### src/rtl/alu_pkg.sv
package alu_pkg;

  // Function codes in logic mode
  typedef enum logic [1:0] {
    LF_AND  = 2'b00,
    LF_OR   = 2'b01,
    LF_NOTA = 2'b10,
    LF_XOR  = 2'b11
  } logic_fn_e;

  // Function codes in arithmetic mode
  typedef enum logic [1:0] {
    AF_ADD = 2'b00,
    AF_SUB = 2'b01,
    AF_INC = 2'b10,
    AF_DEC = 2'b11
  } arith_fn_e;

  localparam logic MODE_LOGIC = 1'b0;
  localparam logic MODE_ARITH = 1'b1;

endpackage

### src/rtl/bitwise_unit.sv
module bitwise_unit
  import alu_pkg::*;
#(
  parameter int W = 4
) (
  input  logic_fn_e      fn,
  input  logic [W-1:0]   a,
  input  logic [W-1:0]   b,
  output logic [W-1:0]   y
);

  always_comb begin
    unique case (fn)
      LF_AND:  y = a & b;
      LF_OR:   y = a | b;
      LF_NOTA: y = ~a;
      LF_XOR:  y = a ^ b;
      default: y = '0;
    endcase
  end

endmodule

### src/rtl/addend_gen.sv
module addend_gen
  import alu_pkg::*;
#(
  parameter int W = 4
) (
  input  arith_fn_e      fn,
  input  logic [W-1:0]   b,
  output logic [W-1:0]   y,
  output logic           cin
);

  // The second adder input and the carry-in together pick the operation
  always_comb begin
    unique case (fn)
      AF_ADD:  begin y = b;         cin = 1'b0; end
      AF_SUB:  begin y = ~b;        cin = 1'b1; end
      AF_INC:  begin y = '0;        cin = 1'b1; end
      AF_DEC:  begin y = {W{1'b1}}; cin = 1'b0; end
      default: begin y = '0;        cin = 1'b0; end
    endcase
  end

endmodule

### src/rtl/full_adder_cell.sv
module full_adder_cell (
  input  logic x,
  input  logic y,
  input  logic ci,
  output logic s,
  output logic co
);

  always_comb begin
    s  = x ^ y ^ ci;
    co = (x & y) | (x & ci) | (y & ci);
  end

endmodule

### src/rtl/ripple_adder.sv
module ripple_adder #(
  parameter int W = 4
) (
  input  logic [W-1:0] x,
  input  logic [W-1:0] y,
  input  logic         cin,
  output logic [W-1:0] sum,
  output logic         cout
);

  logic [W:0] chain;

  assign chain[0] = cin;

  for (genvar i = 0; i < W; i++) begin : g_bit
    full_adder_cell u_fa (
      .x  (x[i]),
      .y  (y[i]),
      .ci (chain[i]),
      .s  (sum[i]),
      .co (chain[i+1])
    );
  end

  assign cout = chain[W];

endmodule

### src/rtl/dual_path_alu.sv
module dual_path_alu
  import alu_pkg::*;
#(
  parameter int W = 4
) (
  input  logic         clk,
  input  logic         rst,
  input  logic         mode,
  input  logic [1:0]   sel,
  input  logic [W-1:0] a,
  input  logic [W-1:0] b,
  output logic [W-1:0] result,
  output logic         carry_out
);

  localparam int SW = W + 1;

  logic [W-1:0] lu_y;
  logic [W-1:0] ag_y;
  logic         ag_cin;
  logic [W-1:0] ad_sum;
  logic         ad_cout;
  logic [W-1:0] nxt_res;
  logic         nxt_c;

  bitwise_unit #(.W(W)) u_logic (
    .fn (logic_fn_e'(sel)),
    .a  (a),
    .b  (b),
    .y  (lu_y)
  );

  addend_gen #(.W(W)) u_addend (
    .fn  (arith_fn_e'(sel)),
    .b   (b),
    .y   (ag_y),
    .cin (ag_cin)
  );

  ripple_adder #(.W(W)) u_adder (
    .x    (a),
    .y    (ag_y),
    .cin  (ag_cin),
    .sum  (ad_sum),
    .cout (ad_cout)
  );

  // Path selector
  always_comb begin
    if (mode == MODE_ARITH) begin
      nxt_res = ad_sum;
      nxt_c   = ad_cout;
    end else begin
      nxt_res = lu_y;
      nxt_c   = 1'b0;
    end
  end

  always_ff @(posedge clk) begin
    if (rst) begin
      result    <= '0;
      carry_out <= 1'b0;
    end else begin
      result    <= nxt_res;
      carry_out <= nxt_c;
    end
  end

  // adder output matches the arithmetic sum of its inputs
  adder_sum_chk: assert property (@(posedge clk) disable iff (rst)
    {ad_cout, ad_sum} == (SW'(a) + SW'(ag_y) + SW'(ag_cin)));


  reset_clear_chk: assert property (@(posedge clk)
    rst |=> (result == '0) && (carry_out == 1'b0));


  logic_carry_chk: assert property (@(posedge clk) disable iff (rst)
    (mode == MODE_LOGIC) |=> (carry_out == 1'b0));


  and_path_chk: assert property (@(posedge clk) disable iff (rst)
    (mode == MODE_LOGIC && sel == 2'b00) |=> result == ($past(a) & $past(b)));


  nota_path_chk: assert property (@(posedge clk) disable iff (rst)
    (mode == MODE_LOGIC && sel == 2'b10) |=> result == ~$past(a));


  add_path_chk: assert property (@(posedge clk) disable iff (rst)
    (mode == MODE_ARITH && sel == 2'b00) |=>
      {carry_out, result} == (SW'($past(a)) + SW'($past(b))));


  sub_path_chk: assert property (@(posedge clk) disable iff (rst)
    (mode == MODE_ARITH && sel == 2'b01) |=>
      (result == W'($past(a) - $past(b))) && (carry_out == ($past(a) >= $past(b))));


  inc_path_chk: assert property (@(posedge clk) disable iff (rst)
    (mode == MODE_ARITH && sel == 2'b10) |=>
      (result == W'($past(a) + 1'b1)) && (carry_out == (&$past(a))));


  dec_path_chk: assert property (@(posedge clk) disable iff (rst)
    (mode == MODE_ARITH && sel == 2'b11) |=>
      (result == W'($past(a) - 1'b1)) && (carry_out == (|$past(a))));

endmodule

### config.mk
export PLATFORM = sky130hd
export DESIGN_NAME = dual_path_alu
export DESIGN_NICKNAME = d
export VERILOG_FILES = /design/src/rtl/alu_pkg.sv /design/src/rtl/bitwise_unit.sv /design/src/rtl/addend_gen.sv /design/src/rtl/full_adder_cell.sv /design/src/rtl/ripple_adder.sv /design/src/rtl/dual_path_alu.sv
export SDC_FILE = /design/constraint.sdc
export NUM_CORES = 1
export LEC_CHECK = 0
export CAP_MARGIN = 10
export CORE_UTILIZATION = 37
export DETAILED_ROUTE_END_ITERATION = 16
export DONT_BUFFER_PORTS = 1
export GPL_TIMING_DRIVEN = 0
export MAX_ROUTING_LAYER = met4
export SLEW_MARGIN = 40
export SYNTH_ARGS = -nofsm -noshare
export SYNTH_HDL_FRONTEND = slang
export SYNTH_SLANG_ARGS = --single-unit
### constraint.sdc
create_clock -name clk -period 4.42 [get_ports clk]
set_clock_uncertainty 0.1 [all_clocks]
set_input_delay 0.884 -clock clk [delete_from_list [all_inputs] [get_ports clk]]
set_output_delay 0.884 -clock clk [all_outputs]
set_load 0.02 [all_outputs]
# Word level (Yosys, flattened, before mapping)

Index checks and enable logic that the tools add are counted.

Register bits: 5
Bits in read-only memories: 0
Memories kept: 0
Input bits: 13
Bits in latches: 0
Output and inout bits: 5
RAM bits: 0

Shift-type cells: 0
Div/mod/pow operators: 0
Reductions and logical operators: 4
Mux-type cells: 4
Bitwise operators: 34
Magnitude comparators: 0
$mul: 0
Equal/unequal tests: 3
Add/sub/neg operators: 0

Operators with widths:

| cell                                                                   | number |
|---|---|
| 4-bit one-hot mux with 4 select lines                                  | 2 |
| 1-bit bitwise AND                                                      | 12 |
| 4-bit inverter                                                         | 2 |
| 1-bit bitwise OR                                                       | 8 |
| 1-bit bitwise XOR                                                      | 8 |
| 2-bit OR reduction                                                     | 3 |
| 4-bit bitwise AND                                                      | 1 |
| 2-bit equality test (second input constant)                            | 2 |
| 4-bit two-way mux                                                      | 1 |
| 4-bit bitwise OR                                                       | 1 |
| 4-bit bitwise XOR                                                      | 1 |
| 2-bit by 1-bit equality test with 1-bit output (second input constant) | 1 |
| 2-bit logical NOT                                                      | 1 |
| 1-bit one-hot mux with 2 select lines                                  | 1 |
| 1-bit inverter                                                         | 1 |

# Longest topological paths before layout

Gate-level depths: netlist of run 1.

Word-level depth: 15
Depth in mapped cells: 11
Mapped depth without buffers: 11

# Cells and area by module

From an unflattened synthesis of run 1, not the netlist that was laid out.

Cells, all modules: 61
Area total of the unflattened synthesis: 633.1 sq um

By module, submodules not included:

| module          | seq. area each (sq um) | instances | area each (sq um) | cells an instance |
|---|---|---|---|---|
| bitwise_unit    | 0.0                    | 1         | 250.2             | 24 |
| dual_path_alu   | 100.1                  | 1         | 176.4             | 15 |
| addend_gen      | 0.0                    | 1         | 126.4             | 18 |
| full_adder_cell | 0.0                    | 4         | 20.0              | 1 |

# Worst setup path after synthesis of run 1

No wires, ideal clock.

Path type: input to register
Start: input sel[0]
End: register result[3]
Data required time: 4.195 ns
Cell stages on the path: 11
Arrival: 3.225 ns
Slack: 0.971 ns
Path buffers: 1
Path through: inv_1 > ha_1 > buf_2 > a21o_1 > fa_1 > fa_1 > fa_1 > inv_1 > fa_1 > inv_1 > a221oi_2

Longest elaborated chain between the ends: 14
Elaborated cells on any way between the ends: 27
Those cells by class: eq/ne (3); mux (4); bitwise (17); reduce/logical (3)

RTL lines:

| element                                           | RTL line                             | RTL |
|---|---|---|
| from (decl)                                       | dual_path_alu.sv:9                   | `input logic [1:0] sel,` |
| 2-bit equality test, or another cell as far along | bitwise_unit.sv:13, addend_gen.sv:14 |  |
| 2-bit OR reduction (no source line)               | --                                   |  |
| 1-bit one-hot mux with 2 select lines             | addend_gen.sv:14                     | `unique case (fn)` |
| 1-bit bitwise AND                                 | full_adder_cell.sv:11                | `co = (x & y) \| (x & ci) \| (y & ci);` |
| 1-bit bitwise OR (2 in series)                    | full_adder_cell.sv:11                |  |
| 1-bit bitwise AND                                 | full_adder_cell.sv:11                |  |
| 1-bit bitwise OR (2 in series)                    | full_adder_cell.sv:11                |  |
| 1-bit bitwise AND                                 | full_adder_cell.sv:11                |  |
| 1-bit bitwise OR (2 in series)                    | full_adder_cell.sv:11                |  |
| 1-bit bitwise XOR                                 | full_adder_cell.sv:10                | `s = x ^ y ^ ci;` |
| 4-bit two-way mux (*)                             | dual_path_alu.sv:50                  | `if (mode == MODE_ARITH) begin` |
| to (signal assigned)                              | dual_path_alu.sv:64                  | `result <= nxt_res;` |
| to (decl)                                         | dual_path_alu.sv:12                  | `output logic [W-1:0] result,` |

Mark *: on every way between the ends. The rest lies on a longest branch, timed or not.
A chain may end at the register's enable or synchronous reset.

# Worst setup path after layout of run 1

Start: input sel[1]
End: register result[3]

Same word-level chain as after synthesis.

==> results.toml, run 1 <==
[clock_tree]
post_cts_buffers = 0
tritoncts = "built"
cts_made_buffers = 3
clk_pin_slew_worst_paths_ns = 0.04
post_cts_resized = 0
cts_buffer_depth = 2
htreeDepth = 1
ctsHoldBuffers = 0
root_buffer = "clkbuf_4"
cts_sinks = 5

[sta]
fmax_mhz = 296
hold_ws_ns = 0.724
timing.final.crit_share_pct = 76.3
slew_headroom_pct = 78.5
setup_tns_ns = 0
setup_viol = 0
hold_viol = 0
worstMarginPinSlew_ns = 0.323
timing.final.crit_period_ns = 3.37
slew_violations = 0
rsz0062_at_grt = "no"

[layout]
final_common_cell = "inv_1"
most-common-layout-cells = "inv_1 (13), ha_1 (12), nand2b_1 (6), dfxtp_1 (5)"
drive_gt1_share_pct = 17.3
syn2layout_area_growth_pct = 7.03
seq_area_um2 = 100
instances_no_fill = 91
diodes = 0
nFillCells = 155
nNetsFinal = 105
multi_input_area_um2 = 488

[pwr]
peakVddDrop_uv = 94.8
p_per_area_nw_per_um2 = 233
leakage_uw = 0.000367
design_power_total_uw = 164

[floorplanning]
initial_utilization_pct = 41.7
core_um2 = 1580
die_w_um = 44.2
rows = 14
io-pin-count = 18
die_h_um = 44.2
dieArea_um2 = 1950

[setup_path]
cp.arrival_ns = 3.39
critPathBufInv = 3
path_common_cell = "fa_1"
max_stage_delay_ns = 0.42
slowest_stage = "fa_1"
path_class = "in -> reg"
crit_path_start_kind = "primary input"
critPathTopFamily = "adder cells"
crit_chain = "inv_1 -> ha_1 -> a211oi_1 -> a21o_1 -> fa_1 -> fa_1 -> fa_1 -> inv_1 -> fa_1 -> inv_1 -> a221oi_2"
worstPathRequired_ns = 4.43
crit_fanout = 8
critPathCaptureType = "flip-flop"

[placed_design]
gp_congestion = 0.757
portBuffers = 0
place_inst = 87

[worst_hold_path]
min_path_type = "in -> reg"

[grt]
grt_pass1_vias = 517
grt_antenna_before_repair = 0
grtUsageTotal_pct = 15.2
grt_pass1_wl_mm = 2.11
grt_start_max_net_pins = 11
gr-total-overflow = 0

[drt]
ant_nets = 0
routed_wl_mm = 1.19
dr.pass1.iters = 6
vias_per_cell = 5.38
dr_total_vias = 490
drc = 0
dr.first_iter.drc_count = 13
avgRoutedWirePerCell_um = 13.0

[job]
max_cap_viol_count = 0

[synthesis]
yosys_warnings = 0
yosys_register_bits = 5
synth_cell_type_count = 17
syn_inst = 71
syn_avg_cell_area_um2 = 9.27
syn-num-nets = 100
yosysSeqAreaShare_pct = 15.2
syn_area_um2 = 658

[outcome]
outcome = "complete, no violations"
## synth_stat cells
| cell | instances | area share (%) |
|---|---|---|
| nor2_1 | 4 | 2.3 |
| dfxtp_1 | 5 | 15 |
| ha_1 | 12 | 23 |
| nand2_1 | 4 | 2.3 |
| a21o_1 | 3 | 3.4 |
| buf_6 | 1 | 1.7 |
| a41o_1 | 4 | 6.1 |
| inv_1 | 13 | 7.4 |
| a211oi_1 | 4 | 4.6 |
| and3b_1 | 1 | 1.3 |
| nand2b_2 | 2 | 2.7 |
| nand2b_1 | 6 | 5.7 |
| fa_1 | 4 | 12 |
| a21oi_1 | 1 | 0.76 |
| nor2_2 | 1 | 0.95 |
| buf_2 | 2 | 1.5 |
| a221oi_2 | 4 | 9.1 |
## power by group
part           switching, uW  internal, uW  leakage (uW)
clock network           16.7          34.0     0.0000150
registers               7.84          50.6     0.0000416
logic                   29.7          25.4      0.000310
total                   54.2           110      0.000367
## per-layer routing
| metal | global-route usage [%] | up-vias | part of all wire (%) |
|---|---|---|---|
| li1 | - | 246 | - |
| met1 | 20.1 | 233 | 50 |
| met2 | 23.2 | 11 | 46 |
| met3 | 0 | 0 | 3.7 |
| met4 | 9.09 | 0 | 0 |
| met5 | - | - | 0 |
## per-stage QoR
step	utilization (%)	instance area, um2	setup slack, ns
after detailed placement	43.0	678	0.785
after CTS	44.7	704	1.03
after floorplan	-	658	0.971
after global placement	43.0	678	0.805
final	44.7	704	1.05
after global routing	44.7	704	0.929
## flip-flops by register name, indices dropped and copies added (netlist names)
signal / flops
carry_out: 1
result: 4
## layout make-up
type	instances	share of cell area [%]
clock buffers	4	3.73
inverters	13	6.93
well taps	16	2.84
multi-input cells	50	69.3
plain buffers	3	3.02
flip-flops and latches	5	14.2
## final timing paths
| kind | endpoint | depth (start not counted) | slack, ns | from |
|---|---|---|---|---|
| setup / recovery | result[3] | 11 | 1.05 | sel[1] |
| hold / removal | result[0] | 2 | 0.72 | rst |
## kinds of logic (layout without fill, tap and decap cells)
group                    count (synthesis)  count (layout)  synth area share, %
AO/OA/AOI/OAI                           16              16                 24.0
buffers and inverters                   16              20                 10.6
adder cells (fa/ha/maj)                 16              16                 35.0
AND/OR/NAND/NOR                         18              18                 15.2
flip-flops                               5               5                 15.2
Note: power is estimated with default switching activity, not from simulation.
==> inputs of run 2 (changes only) <==
- clock period: 4.42 -> 3.1 ns (I/O delays scaled with it)
==> run 2 against run 1 <==
The run now ends with DRC left. Clock power is 42% higher. Sequential cell count stayed put. Die area stayed put. Global-route usage is 1.4 points lower. Via count is 0.82% higher. Critical path depth stayed put. Highest routed layer unchanged.
==> results.toml, run 2 (synthesis results as in run 1) <==
[drt]
ant_nets = 0
vias_per_cell = 5.43
routed_wl_mm = 1.20
dr.first_iter.drc_count = 14
dr_total_vias = 494
avgRoutedWirePerCell_um = 13.2
drc = 2
dr.pass1.iters = 10

[clock_tree]
htreeDepth = 1
root_buffer = "clkbuf_4"
ctsHoldBuffers = 0
cts_buffer_depth = 2
cts_sinks = 5
tritoncts = "built"
cts_made_buffers = 3
clk_pin_slew_worst_paths_ns = 0.04

[layout]
top_regs = "result x4, carry_out x1"
largest_reg_flops = 4
diodes = 0
design_area_um2 = 726
regMostFlops = "result"
most-common-layout-cells = "inv_1 (13), ha_1 (10), nand2b_1 (6), dfxtp_1 (5)"
drive_gt1_share_pct = 20.0
nNetsFinal = 105
syn2layout_area_growth_pct = 10.3
final_common_cell = "inv_1"

[sta]
setup_slack_ns = 0.0995
hold_ws_ns = 0.458
rsz0062_at_grt = "no"
slew_headroom_pct = 83.7
timing.final.crit_share_pct = 96.8
hold_viol = 0
setup_viol = 0
setup_tns_ns = 0
timing.final.crit_period_ns = 3.00
fmax_mhz = 333
worstMarginPinSlew_ns = 0.244
slew_violations = 0

[floorplanning]
initial_utilization_pct = 41.7
dieArea_um2 = 1950
io-pin-count = 18
core_um2 = 1580
die_w_um = 44.2
rows = 14
die_h_um = 44.2

[setup_path]
critPathCaptureType = "flip-flop"
crit_path_start_kind = "primary input"
worstPathRequired_ns = 3.12
cp.arrival_ns = 3.02
path_class = "in -> reg"
crit_fanout = 10

[grt]
grtUsageTotal_pct = 13.8
grt_start_max_net_pins = 11
grt_pass1_vias = 457
grt_pass1_wl_mm = 1.91
gr-total-overflow = 0
grt_antenna_before_repair = 0

[placed_design]
portBuffers = 0
gp_congestion = 0.735
post_dp_cell_area_um2 = 689
post-dp-hpwl_um = 966
pre_cts_slack_ns = -0.168

[worst_hold_path]
min_path_type = "in -> reg"

[pwr]
peakVddDrop_uv = 135
leakage_uw = 0.000367
p_per_area_nw_per_um2 = 326

[outcome]
outcome = "complete, but fails checks"
violations = "DRC"

[job]
max_cap_viol_count = 0
run 2: cell types whose count changed in the layout (fill, tap and decap cells not counted):
| cell | before | now |
|---|---|---|
| ha_4 | 0 | 1 |
| buf_2 | 2 | 1 |
| buf_6 | 1 | 2 |
| ha_1 | 12 | 10 |
| ha_2 | 0 | 1 |
run 2: worst paths after layout:
check	from	end	depth (start not counted)
worst max-delay path	sel[1]	result[3]	11
worst min-delay path	rst	result[0]	2
run 2: metrics by stage:
step	util, %	power [uW]	std cells
after floorplan	-	151	71
after global placement	43.7	164	87
after detailed placement	43.7	166	87
after CTS	45.4	242	91
after global routing	46.0	255	91
final	46.0	236	91
run 2: per-layer routing:
layer	vias up	share of wire, %	track usage [%]
met4	0	0	7.27
met3	0	4.5	0
met2	18	49	20.3
li1	249	-	-
met5	-	0	-
met1	227	47	19.4
run 2: power breakdown:
| group | internal (uW) | switching (uW) |
|---|---|---|
| sequential | 72.1 | 11.3 |
| clock | 48.5 | 23.6 |
| combinational | 38.4 | 42.6 |
| total | 159 | 77.5 |
run 2: cell type report:
class	count	area [um2]
Buffer	3	27.5
Fill cell	155	851
Multi-Input combinational cell	50	503
Clock buffer	4	26.3
Inverter	13	48.8
Tap cell	16	20.0
Sequential cell	5	100
run 2: repair_timing:
item	in CTS	in global routing
buffers inserted	0	0
gates resized for setup	0	1
setup endpoints to repair	0	1
endpoints found under the hold margin	0	0
run 2: worst max-delay path, cell delays in order:
cell	delay, ns
inv_1	0.05
ha_2	0.21
buf_6	0.15
a21o_1	0.17
fa_1	0.42
fa_1	0.40
fa_1	0.38
inv_1	0.09
fa_1	0.40
inv_1	0.08
a221oi_2	0.06
==> inputs of run 3 (changes only) <==
--- a/config.mk
+++ b/config.mk
@@ -8,2 +8,4 @@
 export CAP_MARGIN = 10
+export CELL_PAD_IN_SITES_DETAIL_PLACEMENT = 1
+export CELL_PAD_IN_SITES_GLOBAL_PLACEMENT = 1
 export CORE_UTILIZATION = 37
@@ -13,2 +15,3 @@
 export MAX_ROUTING_LAYER = met4
+export PLACE_DENSITY_LB_ADDON = 0.1
 export SLEW_MARGIN = 40
@@ -16,2 +19,3 @@
 export SYNTH_HDL_FRONTEND = slang
+export SYNTH_HIERARCHICAL = 1
 export SYNTH_SLANG_ARGS = --single-unit
--- a/constraint.sdc
+++ b/constraint.sdc
@@ -4,2 +4,2 @@
 set_output_delay 0.62 -clock clk [all_outputs]
-set_load 0.02 [all_outputs]
+set_load 0.005 [all_outputs]
==> run 3 against run 2 <==
The run still ends with DRC left. Sequential power decreased by 8.4%. Sequential share of layout area increased by 0.44 points. Clock power increased by 3.7%. Synthesized cell count decreased by 14%. Via count decreased by 15%. Fmax increased by 0.82%. Total power decreased by 6.0%. First-iteration DRC count decreased by 43%. Hold slack got worse by 0.11 ns. Count of clock-buffer cells in the layout unchanged. Non-clock buffer count decreased by 2. Critical path depth decreased by 1. Largest power group unchanged.
==> results.toml, run 3 <==
[clock_tree]
root_buffer = "clkbuf_4"
tritoncts = "built"
clk_pin_slew_worst_paths_ns = 0.04
ctsHoldBuffers = 0
cts_sinks = 5
htreeDepth = 1
cts_buffer_depth = 2
cts_made_buffers = 3

[outcome]
violations = "DRC"
outcome = "complete, but fails checks"

[setup_path]
critPathBufInv = 1
cp.arrival_ns = 3.01
crit_path_start_kind = "primary input"
crit_chain = "inv_1 -> ha_4 -> nor2_4 -> a21oi_2 -> fa_1 -> fa_1 -> fa_2 -> fa_1 -> mux2i_1 -> nor2_1"
cp.depth = 10
critPathTopFamily = "adder cells"
critPathCaptureType = "flip-flop"
max_stage_delay_ns = 0.46
crit_fanout = 6
worstPathRequired_ns = 3.13
slowest_stage = "fa_1"
crit_end = "result[3]"
startpoint = "sel[1]"
path_class = "in -> reg"
path_common_cell = "fa_1"

[synthesis]
syn_area_um2 = 633
syn_avg_cell_area_um2 = 10.4
yosysMostFrequentCell = "inv_1"
synth_top_cell_area_share_pct = 21.7
syn_inst = 61
async_flop_share_pct = 0
syn-num-nets = 89
synth_cell_type_count = 15
synth-edff-count = 0
yosys_register_bits = 5
synth_common_cells = "inv_1 (14), ha_1 (11), dfxtp_1 (5)"
netlist_top_cells_area = "ha_1 (22%), mux4_1 (17%), dfxtp_1 (16%), fa_1 (13%), inv_1 (8.3%)"
synth_ff_type = "dfxtp_1"
yosysSeqAreaShare_pct = 15.8
yosys_warnings = 6
synth_largest_area_cell = "ha_1"

[pwr]
design_power_total_uw = 222
p_per_area_nw_per_um2 = 316
peakVddDrop_uv = 111
leakage_uw = 0.000352

[drt]
drc = 6
dr.pass1.iters = 9
dr.first_iter.drc_count = 8
avgRoutedWirePerCell_um = 13.8
routed_wl_mm = 1.12
ant_nets = 0
vias_per_cell = 5.16
dr_total_vias = 418

[placed_design]
gp_congestion = 0.640
portBuffers = 0
post-dp-hpwl_um = 921
post_dp_cell_area_um2 = 659

[floorplanning]
rows = 14
dieArea_um2 = 1880
initial_utilization_pct = 40.6
die_h_um = 43.4
core_um2 = 1560
die_w_um = 43.4
io-pin-count = 18

[sta]
hold_viol = 0
timing.final.crit_period_ns = 2.98
rsz0062_at_grt = "no"
timing.final.crit_share_pct = 96.0
slew_violations = 0
setup_viol = 0
worstMarginPinSlew_ns = 0.189
slew_headroom_pct = 87.0
fmax_mhz = 336

[grt]
grt_antenna_before_repair = 0
grt_pass1_vias = 443
grt_start_max_net_pins = 8
gr-total-overflow = 0
grtUsageTotal_pct = 15.3
grt_pass1_wl_mm = 1.97

[layout]
top_regs = "result x4, carry_out x1"
nFillCells = 172
most-common-layout-cells = "inv_1 (14), ha_1 (10), dfxtp_1 (5)"
largest_reg_flops = 4
final_common_cell = "inv_1"
syn2layout_area_growth_pct = 11.1
design_area_um2 = 703
diodes = 0
nNetsFinal = 94
regMostFlops = "result"
drive_gt1_share_pct = 15.4

[job]
max_cap_viol_count = 0

[worst_hold_path]
min_path_type = "in -> reg"
==> run 3: worst min-delay path by stage <==
stage / start / to / slack [ns] / depth (start not counted)
floorplan: rst / result[0] / 0.59 / 1
global placement: rst / result[3] / 0.59 / 1
detailed placement: rst / result[1] / 0.60 / 1
CTS: rst / result[3] / 0.34 / 1
global route: rst / result[0] / 0.34 / 1
finish: rst / result[2] / 0.35 / 1
==> run 3: cell families after synthesis <==
group	share of synthesized area [%]
AO/OA/AOI/OAI	3.75
adder cells (fa/ha/maj)	34.4
buffers and inverters	10.1
flip-flops	15.8
multiplexers	22.9
AND/OR/NAND/NOR	13.0
==> run 3: final cells by class <==
| class | instances | area, um2 | area share (%) |
|---|---|---|---|
| clock buffers | 4 | 26.3 | 3.74 |
| multi-input cells | 41 | 493 | 70.1 |
| inverters | 14 | 52.6 | 7.47 |
| well taps | 16 | 20.0 | 2.85 |
| plain buffers | 1 | 11.3 | 1.60 |
| flip-flops and latches | 5 | 100 | 14.2 |
==> run 3: through the flow <==
stage / std cells / setup WS, ns / TNS, ns / util, % / hold WS [ns]
finish: 81 / 0.124 / 0 / 45.1 / 0.346
global route: 81 / 0.00988 / 0 / 45.1 / 0.336
CTS: 81 / 0.0147 / 0 / 44.3 / 0.337
detailed placement: 77 / -0.292 / -0.503 / 42.3 / 0.596
global placement: 77 / -0.199 / -0.347 / 42.3 / 0.595
floorplan: 61 / 0.00143 / 0 / - / 0.592
==> run 3: per-layer routing <==
metal  global-route usage [%]  vias to the layer above  part of all wire, %
li1                         -                      206                    -
met3                    0.417                        0                  3.6
met2                     25.2                       12                   56
met5                        -                        -                    0
met4                     9.38                        0                    0
met1                     18.6                      200                   41
==> run 3: timing repair <==
action,in CTS,in global routing
setup buffers,0,0
pin swaps,0,0
setup endpoints to repair,1,2
resized for setup,1,2
==> run 3: power by group <==
part | total, uW | internal, uW | leakage [uW] | switching, uW
clock | 74.7 | 48.6 | 0.0000150 | 26.0
sequential | 76.4 | 72.9 | 0.0000415 | 3.49
combinational | 71.2 | 38.6 | 0.000295 | 32.6
total | 222 | 160 | 0.000352 | 62.1
